**config.mk**
```make
export PLATFORM = sky130hd
export DESIGN_NAME = sio_regfile
export DESIGN_NICKNAME = d
export VERILOG_FILES = /design/src/rtl/sio_pkg.sv /design/src/rtl/sio_rx_queue.sv /design/src/rtl/sio_irq_ctrl.sv /design/src/rtl/sio_rd_mux.sv /design/src/rtl/sio_regfile.sv
export SDC_FILE = /design/constraint.sdc
export NUM_CORES = 1
export LEC_CHECK = 0
export ABC_AREA = 1
export ABC_CLOCK_PERIOD_IN_PS = 9700
export BUFFER_PORTS_ARGS = -buffer_cell sky130_fd_sc_hd__buf_2
export CORE_ASPECT_RATIO = 1.5
export CORE_MARGIN = 2
export CORE_UTILIZATION = 46
export DETAILED_ROUTE_END_ITERATION = 8
export GPL_ROUTABILITY_DRIVEN = 0
export REMOVE_ABC_BUFFERS = 1
export SYNTH_ARGS = -nofsm -noshare
export SYNTH_HDL_FRONTEND = slang
export SYNTH_HIERARCHICAL = 1
export SYNTH_SLANG_ARGS = --single-unit
```
**constraint.sdc**
```tcl
create_clock -name clk -period 9.7 [get_ports clk]
set_clock_uncertainty 0.05 [all_clocks]
set_input_delay 0 -clock clk [delete_from_list [all_inputs] [get_ports clk]]
set_output_delay 0 -clock clk [all_outputs]
set_load 0.005 [all_outputs]
```
**src/rtl/sio_pkg.sv**
```systemverilog
package sio_pkg;
  localparam int ADDR_W = 12;
  localparam int WORD_W = 32;
  localparam int WIDX_W = ADDR_W - 2;

  typedef logic [WIDX_W-1:0] widx_t;
  typedef logic [WORD_W-1:0] word_t;

  // word indices (byte offset / 4)
  localparam widx_t IX_DATA  = 10'd0;
  localparam widx_t IX_RXST  = 10'd1;
  localparam widx_t IX_FLAG  = 10'd6;
  localparam widx_t IX_LPWR  = 10'd8;
  localparam widx_t IX_DIVI  = 10'd9;
  localparam widx_t IX_DIVF  = 10'd10;
  localparam widx_t IX_LINE  = 10'd11;
  localparam widx_t IX_CTRL  = 10'd12;
  localparam widx_t IX_LVL   = 10'd13;
  localparam widx_t IX_MASK  = 10'd14;
  localparam widx_t IX_RAW   = 10'd15;
  localparam widx_t IX_MSTAT = 10'd16;
  localparam widx_t IX_CLR   = 10'd17;
  localparam widx_t IX_DMA   = 10'd18;
  localparam widx_t IX_ID_LO = 10'h3F8;

  // bit positions
  localparam int FEN_BIT   = 4;
  localparam int RXI_BIT   = 4;
  localparam int TXI_BIT   = 5;
  localparam int RXE_FLAG  = 4;
  localparam int RXF_FLAG  = 6;
  localparam int TXE_FLAG  = 7;
  localparam int OVR_BIT   = 3;

  localparam word_t CTRL_RST = 32'h0000_0300;
  localparam word_t LVL_RST  = 32'h0000_0012;

  // identification window contents
  function automatic logic [7:0] id_byte(input logic [2:0] sel);
    case (sel)
      3'd0: id_byte = 8'h11;
      3'd1: id_byte = 8'h10;
      3'd2: id_byte = 8'h14;
      3'd3: id_byte = 8'h00;
      3'd4: id_byte = 8'h0D;
      3'd5: id_byte = 8'hF0;
      3'd6: id_byte = 8'h05;
      default: id_byte = 8'hB1;
    endcase
  endfunction

  // compose the flags word from its live bits
  function automatic word_t flag_word(input logic full, input logic empty);
    word_t w;
    w = '0;
    w[TXE_FLAG] = 1'b1;
    w[RXF_FLAG] = full;
    w[RXE_FLAG] = empty;
    return w;
  endfunction

  // place the two raw event bits into a status word
  function automatic word_t raw_word(input logic [1:0] ev);
    word_t w;
    w = '0;
    w[RXI_BIT] = ev[0];
    w[TXI_BIT] = ev[1];
    return w;
  endfunction
endpackage

```
**src/rtl/sio_rx_queue.sv**
```systemverilog
module sio_rx_queue #(
  parameter int DEPTH = 16,
  parameter int BYTE_W = 8,
  localparam int PTR_W = (DEPTH > 1) ? $clog2(DEPTH) : 1,
  localparam int CNT_W = $clog2(DEPTH + 1)
) (
  input  logic              clk,
  input  logic              rst_n,
  input  logic              flush,
  input  logic              pop,
  input  logic              push,
  input  logic [BYTE_W-1:0] din,
  output logic [BYTE_W-1:0] head,
  output logic [CNT_W-1:0]  count
);
  logic [BYTE_W-1:0] mem [DEPTH];
  logic [PTR_W-1:0]  rd_ptr, wr_ptr, wr_eff;

  function automatic logic [PTR_W-1:0] ptr_inc(input logic [PTR_W-1:0] p);
    return (p == PTR_W'(DEPTH - 1)) ? '0 : p + PTR_W'(1);
  endfunction

  assign head   = mem[rd_ptr];
  assign wr_eff = flush ? '0 : wr_ptr;

  always_ff @(posedge clk) begin
    if (push) mem[wr_eff] <= din;
  end

  always_ff @(posedge clk or negedge rst_n) begin
    if (!rst_n) begin
      rd_ptr <= '0;
      wr_ptr <= '0;
      count  <= '0;
    end else if (flush) begin
      rd_ptr <= '0;
      wr_ptr <= push ? ptr_inc('0) : '0;
      count  <= push ? CNT_W'(1) : '0;
    end else begin
      if (pop)  rd_ptr <= ptr_inc(rd_ptr);
      if (push) wr_ptr <= ptr_inc(wr_ptr);
      count <= count + CNT_W'(push) - CNT_W'(pop);
    end
  end

  // storage never holds more than its depth
  p_no_overflow_r3: assert property (@(posedge clk) disable iff (!rst_n)
    count <= CNT_W'(DEPTH));

  // an accepted push is never made into a full store
  p_push_room_r3: assert property (@(posedge clk) disable iff (!rst_n)
    (push && !pop && !flush) |-> (count < CNT_W'(DEPTH)));
endmodule

```
**src/rtl/sio_irq_ctrl.sv**
```systemverilog
module sio_irq_ctrl
  import sio_pkg::*;
(
  input  logic       clk,
  input  logic       rst_n,
  input  logic       mask_we,
  input  word_t      mask_wdata,
  input  logic       clr_we,
  input  logic [1:0] clr_bits,   // {tx, rx}
  input  logic       rx_clr,
  input  logic       rx_set,
  input  logic       tx_set,
  output logic [1:0] raw_q,      // {tx, rx}
  output word_t      mask_q,
  output logic       irq
);
  logic [1:0] after_bus;

  always_comb begin
    after_bus = raw_q;
    if (clr_we) after_bus = after_bus & ~clr_bits;
    if (rx_clr) after_bus[0] = 1'b0;
  end

  always_ff @(posedge clk or negedge rst_n) begin
    if (!rst_n) begin
      raw_q  <= '0;
      mask_q <= '0;
    end else begin
      raw_q <= after_bus | {tx_set, rx_set};
      if (mask_we) mask_q <= mask_wdata;
    end
  end

  assign irq = |(raw_word(raw_q) & mask_q);

  // a clear of the transmit bit with no new transmit leaves it low
  p_clear_tx_r7: assert property (@(posedge clk) disable iff (!rst_n)
    (clr_we && clr_bits[1] && !tx_set) |=> !raw_q[1]);

  // a receive set wins over any clear in the same cycle
  p_set_wins_r10: assert property (@(posedge clk) disable iff (!rst_n)
    rx_set |=> raw_q[0]);

  // a transmit event is always recorded
  p_tx_sets_r6: assert property (@(posedge clk) disable iff (!rst_n)
    tx_set |=> raw_q[1]);
endmodule

```
**src/rtl/sio_rd_mux.sv**
```systemverilog
module sio_rd_mux
  import sio_pkg::*;
(
  input  widx_t       widx,
  input  logic        aligned,
  input  logic        head_vld,
  input  logic [7:0]  head_byte,
  input  logic        ovr_err,
  input  logic        rx_full,
  input  logic        rx_empty,
  input  word_t       lpwr,
  input  word_t       divi,
  input  word_t       divf,
  input  word_t       line,
  input  word_t       ctrl,
  input  word_t       lvl,
  input  word_t       mask,
  input  logic [1:0]  raw,
  input  word_t       dma,
  output word_t       rdata
);
  word_t raw_w;
  assign raw_w = raw_word(raw);

  always_comb begin
    rdata = '0;
    if (!aligned) begin
      rdata = '0;
    end else if (widx >= IX_ID_LO) begin
      rdata = {24'd0, id_byte(widx[2:0])};
    end else begin
      case (widx)
        IX_DATA:  rdata = head_vld ? {24'd0, head_byte} : '0;
        IX_RXST:  rdata = {28'd0, ovr_err, 3'd0};
        IX_FLAG:  rdata = flag_word(rx_full, rx_empty);
        IX_LPWR:  rdata = lpwr;
        IX_DIVI:  rdata = divi;
        IX_DIVF:  rdata = divf;
        IX_LINE:  rdata = line;
        IX_CTRL:  rdata = ctrl;
        IX_LVL:   rdata = lvl;
        IX_MASK:  rdata = mask;
        IX_RAW:   rdata = raw_w;
        IX_MSTAT: rdata = raw_w & mask;
        IX_DMA:   rdata = dma;
        default:  rdata = '0;
      endcase
    end
  end
endmodule

```
**src/rtl/sio_regfile.sv**
```systemverilog
module sio_regfile
  import sio_pkg::*;
#(
  parameter int RXQ_DEPTH    = 16,
  parameter int RX_TRIG_INIT = 1,
  localparam int CNT_W = $clog2(RXQ_DEPTH + 1)
) (
  input  logic        clk,
  input  logic        rst_n,
  input  logic        bus_sel,
  input  logic        bus_we,
  input  logic [11:0] bus_addr,
  input  logic [31:0] bus_wdata,
  output logic [31:0] bus_rdata,
  input  logic        rx_push,
  input  logic [7:0]  rx_byte,
  output logic        tx_valid,
  output logic [7:0]  tx_byte,
  output logic        irq
);
  // queue capacity for the current mode
  function automatic logic [CNT_W-1:0] cap_of(input logic fen);
    return fen ? CNT_W'(RXQ_DEPTH) : CNT_W'(1);
  endfunction

  // decode
  widx_t widx;
  logic  aligned, wr, rd;
  logic  data_wr, data_rd, line_wr, lvl_wr, rxst_wr;
  assign widx    = bus_addr[ADDR_W-1:2];
  assign aligned = (bus_addr[1:0] == 2'b00);
  assign wr      = bus_sel && bus_we && aligned;
  assign rd      = bus_sel && !bus_we && aligned;
  assign data_wr = wr && (widx == IX_DATA);
  assign data_rd = rd && (widx == IX_DATA);
  assign line_wr = wr && (widx == IX_LINE);
  assign lvl_wr  = wr && (widx == IX_LVL);
  assign rxst_wr = wr && (widx == IX_RXST);

  // storage registers
  word_t lpwr_q, divi_q, divf_q, line_q, ctrl_q, lvl_q, dma_q;
  logic  ovr_q, rx_empty_q, rx_full_q;
  logic [CNT_W-1:0] trig_q;
  logic [CNT_W-1:0] rxq_cnt;
  logic [7:0]       rxq_head;

  // internal events, named for the checks
  logic             fen_toggle, fen_after;
  logic             pop_ok, push_ok, push_drop;
  logic [CNT_W-1:0] cnt_after_bus, cnt_final, trig_after;
  logic             rx_clr_evt, rx_set_evt;
  logic             empty_nx, full_nx;

  assign fen_toggle = line_wr && (bus_wdata[FEN_BIT] != line_q[FEN_BIT]);
  assign fen_after  = line_wr ? bus_wdata[FEN_BIT] : line_q[FEN_BIT];
  assign pop_ok     = data_rd && (rxq_cnt != '0);

  always_comb begin
    if (fen_toggle)  cnt_after_bus = '0;
    else if (pop_ok) cnt_after_bus = rxq_cnt - CNT_W'(1);
    else             cnt_after_bus = rxq_cnt;
  end

  assign push_ok    = rx_push && (cnt_after_bus < cap_of(fen_after));
  assign push_drop  = rx_push && !push_ok;
  assign cnt_final  = cnt_after_bus + CNT_W'(push_ok);
  assign trig_after = (line_wr || lvl_wr) ? CNT_W'(RX_TRIG_INIT) : trig_q;
  assign rx_clr_evt = data_rd && (cnt_after_bus == trig_q - CNT_W'(1));
  assign rx_set_evt = rx_push && (cnt_final >= trig_after);

  // flag rules, bus access first then push
  always_comb begin
    empty_nx = rx_empty_q;
    full_nx  = rx_full_q;
    if (fen_toggle) begin
      empty_nx = 1'b1;
      full_nx  = 1'b0;
    end
    if (data_rd) begin
      full_nx = 1'b0;
      if (cnt_after_bus == '0) empty_nx = 1'b1;
    end
    if (rx_push) begin
      empty_nx = 1'b0;
      if (!fen_after || cnt_final == CNT_W'(RXQ_DEPTH)) full_nx = 1'b1;
    end
  end

  always_ff @(posedge clk or negedge rst_n) begin
    if (!rst_n) begin
      lpwr_q     <= '0;
      divi_q     <= '0;
      divf_q     <= '0;
      line_q     <= '0;
      ctrl_q     <= CTRL_RST;
      lvl_q      <= LVL_RST;
      dma_q      <= '0;
      ovr_q      <= 1'b0;
      rx_empty_q <= 1'b1;
      rx_full_q  <= 1'b0;
      trig_q     <= CNT_W'(RX_TRIG_INIT);
      tx_valid   <= 1'b0;
      tx_byte    <= '0;
    end else begin
      if (wr) begin
        case (widx)
          IX_LPWR: lpwr_q <= bus_wdata;
          IX_DIVI: divi_q <= bus_wdata;
          IX_DIVF: divf_q <= bus_wdata;
          IX_LINE: line_q <= bus_wdata;
          IX_CTRL: ctrl_q <= bus_wdata;
          IX_LVL:  lvl_q  <= bus_wdata;
          IX_DMA:  dma_q  <= bus_wdata;
          default: ;
        endcase
      end
      if (push_drop)    ovr_q <= 1'b1;
      else if (rxst_wr) ovr_q <= 1'b0;
      rx_empty_q <= empty_nx;
      rx_full_q  <= full_nx;
      trig_q     <= trig_after;
      tx_valid   <= data_wr;
      if (data_wr) tx_byte <= bus_wdata[7:0];
    end
  end

  sio_rx_queue #(.DEPTH(RXQ_DEPTH), .BYTE_W(8)) u_rxq (
    .clk   (clk),
    .rst_n (rst_n),
    .flush (fen_toggle),
    .pop   (pop_ok),
    .push  (push_ok),
    .din   (rx_byte),
    .head  (rxq_head),
    .count (rxq_cnt)
  );

  logic [1:0] raw_q;
  word_t      mask_q;

  sio_irq_ctrl u_irq (
    .clk        (clk),
    .rst_n      (rst_n),
    .mask_we    (wr && (widx == IX_MASK)),
    .mask_wdata (bus_wdata),
    .clr_we     (wr && (widx == IX_CLR)),
    .clr_bits   ({bus_wdata[TXI_BIT], bus_wdata[RXI_BIT]}),
    .rx_clr     (rx_clr_evt),
    .rx_set     (rx_set_evt),
    .tx_set     (data_wr),
    .raw_q      (raw_q),
    .mask_q     (mask_q),
    .irq        (irq)
  );

  sio_rd_mux u_rdmux (
    .widx      (widx),
    .aligned   (aligned),
    .head_vld  (rxq_cnt != '0),
    .head_byte (rxq_head),
    .ovr_err   (ovr_q),
    .rx_full   (rx_full_q),
    .rx_empty  (rx_empty_q),
    .lpwr      (lpwr_q),
    .divi      (divi_q),
    .divf      (divf_q),
    .line      (line_q),
    .ctrl      (ctrl_q),
    .lvl       (lvl_q),
    .mask      (mask_q),
    .raw       (raw_q),
    .dma       (dma_q),
    .rdata     (bus_rdata)
  );

  // the empty flag agrees with the queue count
  p_empty_tracks_r4: assert property (@(posedge clk) disable iff (!rst_n)
    rx_empty_q == (rxq_cnt == '0));

  // the full flag agrees with the count and the current mode
  p_full_tracks_r4: assert property (@(posedge clk) disable iff (!rst_n)
    rx_full_q == (rxq_cnt == cap_of(line_q[FEN_BIT])));

  // a dropped push raises the overrun bit
  p_drop_flags_r3: assert property (@(posedge clk) disable iff (!rst_n)
    push_drop |=> ovr_q);

  // a data write produces one transmit strobe
  p_tx_strobe_r6: assert property (@(posedge clk) disable iff (!rst_n)
    data_wr |=> (tx_valid && tx_byte == $past(bus_wdata[7:0])));

  // a mode change with no push leaves the queue empty
  p_toggle_flush_r8: assert property (@(posedge clk) disable iff (!rst_n)
    (fen_toggle && !rx_push) |=> (rxq_cnt == '0));

  // the trigger level only ever holds its initial value
  p_trig_fixed_r5: assert property (@(posedge clk) disable iff (!rst_n)
    trig_q == CNT_W'(RX_TRIG_INIT));
endmodule

```
==> impl_metrics.json <==
{
  "p_int_mw": 3.01,
  "setup_violations": 0,
  "cp_top_family": "simple AND/OR/NAND/NOR gates",
  "synthToLayoutAreaGrowth_pct": 13.2,
  "grt_antenna_before_repair": 2,
  "rsz0062_at_grt": "false",
  "std_cell_rows": 93,
  "cts_buffers": 42,
  "cts_tree": "done",
  "path_max_fanout": 12,
  "hpwl_microns": 33700,
  "viasPerCell": 5.25,
  "worstSetupStartpointType": "flop",
  "p_clk_frac": 0.422,
  "die_w_microns": 174,
  "p_comb_frac": 0.106,
  "drive_above_1_share": 0.127,
  "period_share": 0.459,
  "num_io_pins": 99,
  "grt_pass1_vias": 15900,
  "p_per_area_mw_per_mm2": 176,
  "synth_edf_count": 128,
  "clkTransAtPathRegs_ns": 0.06,
  "worst-r2r-cell-count": 25,
  "clockRootBuffer": "clkbuf_16",
  "synth.cell_area_sq_mm": 0.0200,
  "hold_viol": 0,
  "worstPathRequired_ns": 10.08,
  "start_util": 0.467,
  "swShare": 0.247,
  "hold_path.class": "in -> async",
  "outcome": "completed",
  "p_seq_frac": 0.472,
  "drtIter0Drc": 1204,
  "tightest_slew_ns": 1.21,
  "drv_slew": 0,
  "drcViolationCount": 0,
  "crit_type": "reg -> reg",
  "seq_area_frac_synth": 0.552,
  "final_common_cell": "nand2_1",
  "critPathCaptureType": "flop",
  "globalRouteOverflowTotal": 0,
  "crit_top_cell": "nand2_1",
  "ys_types": 52,
  "fin_crit_ns": 4.45,
  "hold_slack_ns": 0.0316,
  "largest_reg_flops": 128,
  "die_h_microns": 260,
  "grt_usage": 0.245,
  "relSlewSlack": 0.189,
  "path_depth": 25,
  "syn_area_per_cell_sq_um": 8.60,
  "largest-register": "u_rxq/mem",
  "cts_sinks": 416,
  "grt_first_pass_wirelength_microns": 86900,
  "maxCapViolCount": 0,
  "crit_buf_inv": 5,
  "synth-main-ff-cell": "dfrtp_1",
  "cts_resized": 0,
  "cts_setup_buffers": 0,
  "core-area_sq_mm": 0.0429,
  "grt_max_degree": 171,
  "mostFrequentLayoutCells": "nand2_1, dfrtp_1, o21ai_0",
  "die_area_sq_mm": 0.0453,
  "wl_microns": 54600,
  "max_stage_delay_ns": 0.52,
  "nets": 2501,
  "drt-pass1-iter-count": 5,
  "portBuffers": 98,
  "clock.fmax_mhz": 225,
  "vdd_ir_drop_max_v": 0.000146,
  "clock_path_buffers": 3,
  "yosysWarnings": 6,
  "finalSetupTns_ns": 0,
  "synth-seq-cells": 416,
  "critical_path.slowest_cell": "nor2_1",
  "wl_per_cell_microns": 18.0,
  "vias": 15900,
  "worst-endpoint-arrival_ns": 4.83,
  "p_sw_uw": 989,
  "async_reset_ff_frac": 0.692,
  "ant_nets": 0,
  "clk_latency_ns": 0.54,
  "p_leak_nw": 10.4,
  "synth_cells": 2330,
  "h-tree-depth": 2
}
[through the flow]
stage	util	total power [mW]	worst slack (ns)	cells	instance area, sq um
finish	0.528	4.00	5.25	3028	22700
floorplan	-	2.18	5.83	2218	19300
global placement	0.483	2.32	5.40	2901	20700
detailed placement	0.483	2.33	5.25	2901	20700
global route	0.528	4.16	4.75	3028	22700
CTS	0.528	4.04	5.23	3027	22700
[routing by layer]
metal,vias up,GRT usage,routed length [microns]
met4,2,0.106,2290
li1,7754,-,-
met5,-,0,13
met3,127,0.0281,2440
met1,7569,0.286,21700
met2,442,0.451,28100
[power groups by stage]
stage	sequential (mW)	clock (mW)	combinational [mW]
2_1_floorplan	1.91	0	0.263
3_3_place_gp	1.92	0	0.401
3_5_place_dp	1.92	0	0.408
4_1_cts	1.89	1.72	0.425
5_1_grt	1.89	1.79	0.484
6_report	1.89	1.69	0.422
[final timing paths]
kind | slack [ns] | to | from
max | 5.25 | u_irq/raw_q[0] | u_rxq/count[0]
min | 0.03 | u_irq/mask_q[28] | rst_n
max reg2reg | 5.25 | u_irq/raw_q[0] | u_rxq/count[0]
min reg2reg | 0.43 | tx_byte[7] | tx_byte[7]
max in group asynchronous | 7.95 | ctrl_q[16] | rst_n
min in group clk | 0.06 | rx_full_q | bus_we
[logic make-up after synthesis]
family / count (synthesis) / synth area share
DFF: 416 / 0.552
adders and majority gates: 18 / 0.0116
xor gates and xnor gates: 11 / 0.00481
and+or+nand+nor: 1241 / 0.270
AOI/OAI and AO/OA: 308 / 0.0847
buffers and inverters: 336 / 0.0770
[cell type report]
class | count | area (sq um)
clock inverter | 20 | 259
multi-input combinational | 1578 | 7490
sequential | 416 | 11100
timing repair buffer | 164 | 1140
inverter | 224 | 846
fill | 4032 | 20300
tap | 570 | 713
clock buffer | 55 | 1180
antenna | 1 | 2.50
[timing repair]
item                                    CTS  global route
hold buffers                             51             0
endpoints found under the setup margin    0             0
hold endpoints to repair                514             0
[cell usage after synthesis, types with 22 or more instances]
cell type,n,area [sq um]
dfrtp_1,282,7060
nand2_1,722,2710
buf_4,22,165
buf_2,22,110
nand4_1,57,357
clkbuf_1,50,188
inv_1,203,762
nor2_2,31,194
edfxtp_1,128,3840
o21ai_1,30,150
nand3_1,208,1040
nor2_1,171,642
o21ai_0,226,1130
o21ai_2,31,272
Note: power is estimated with default switching activity, not from simulation.
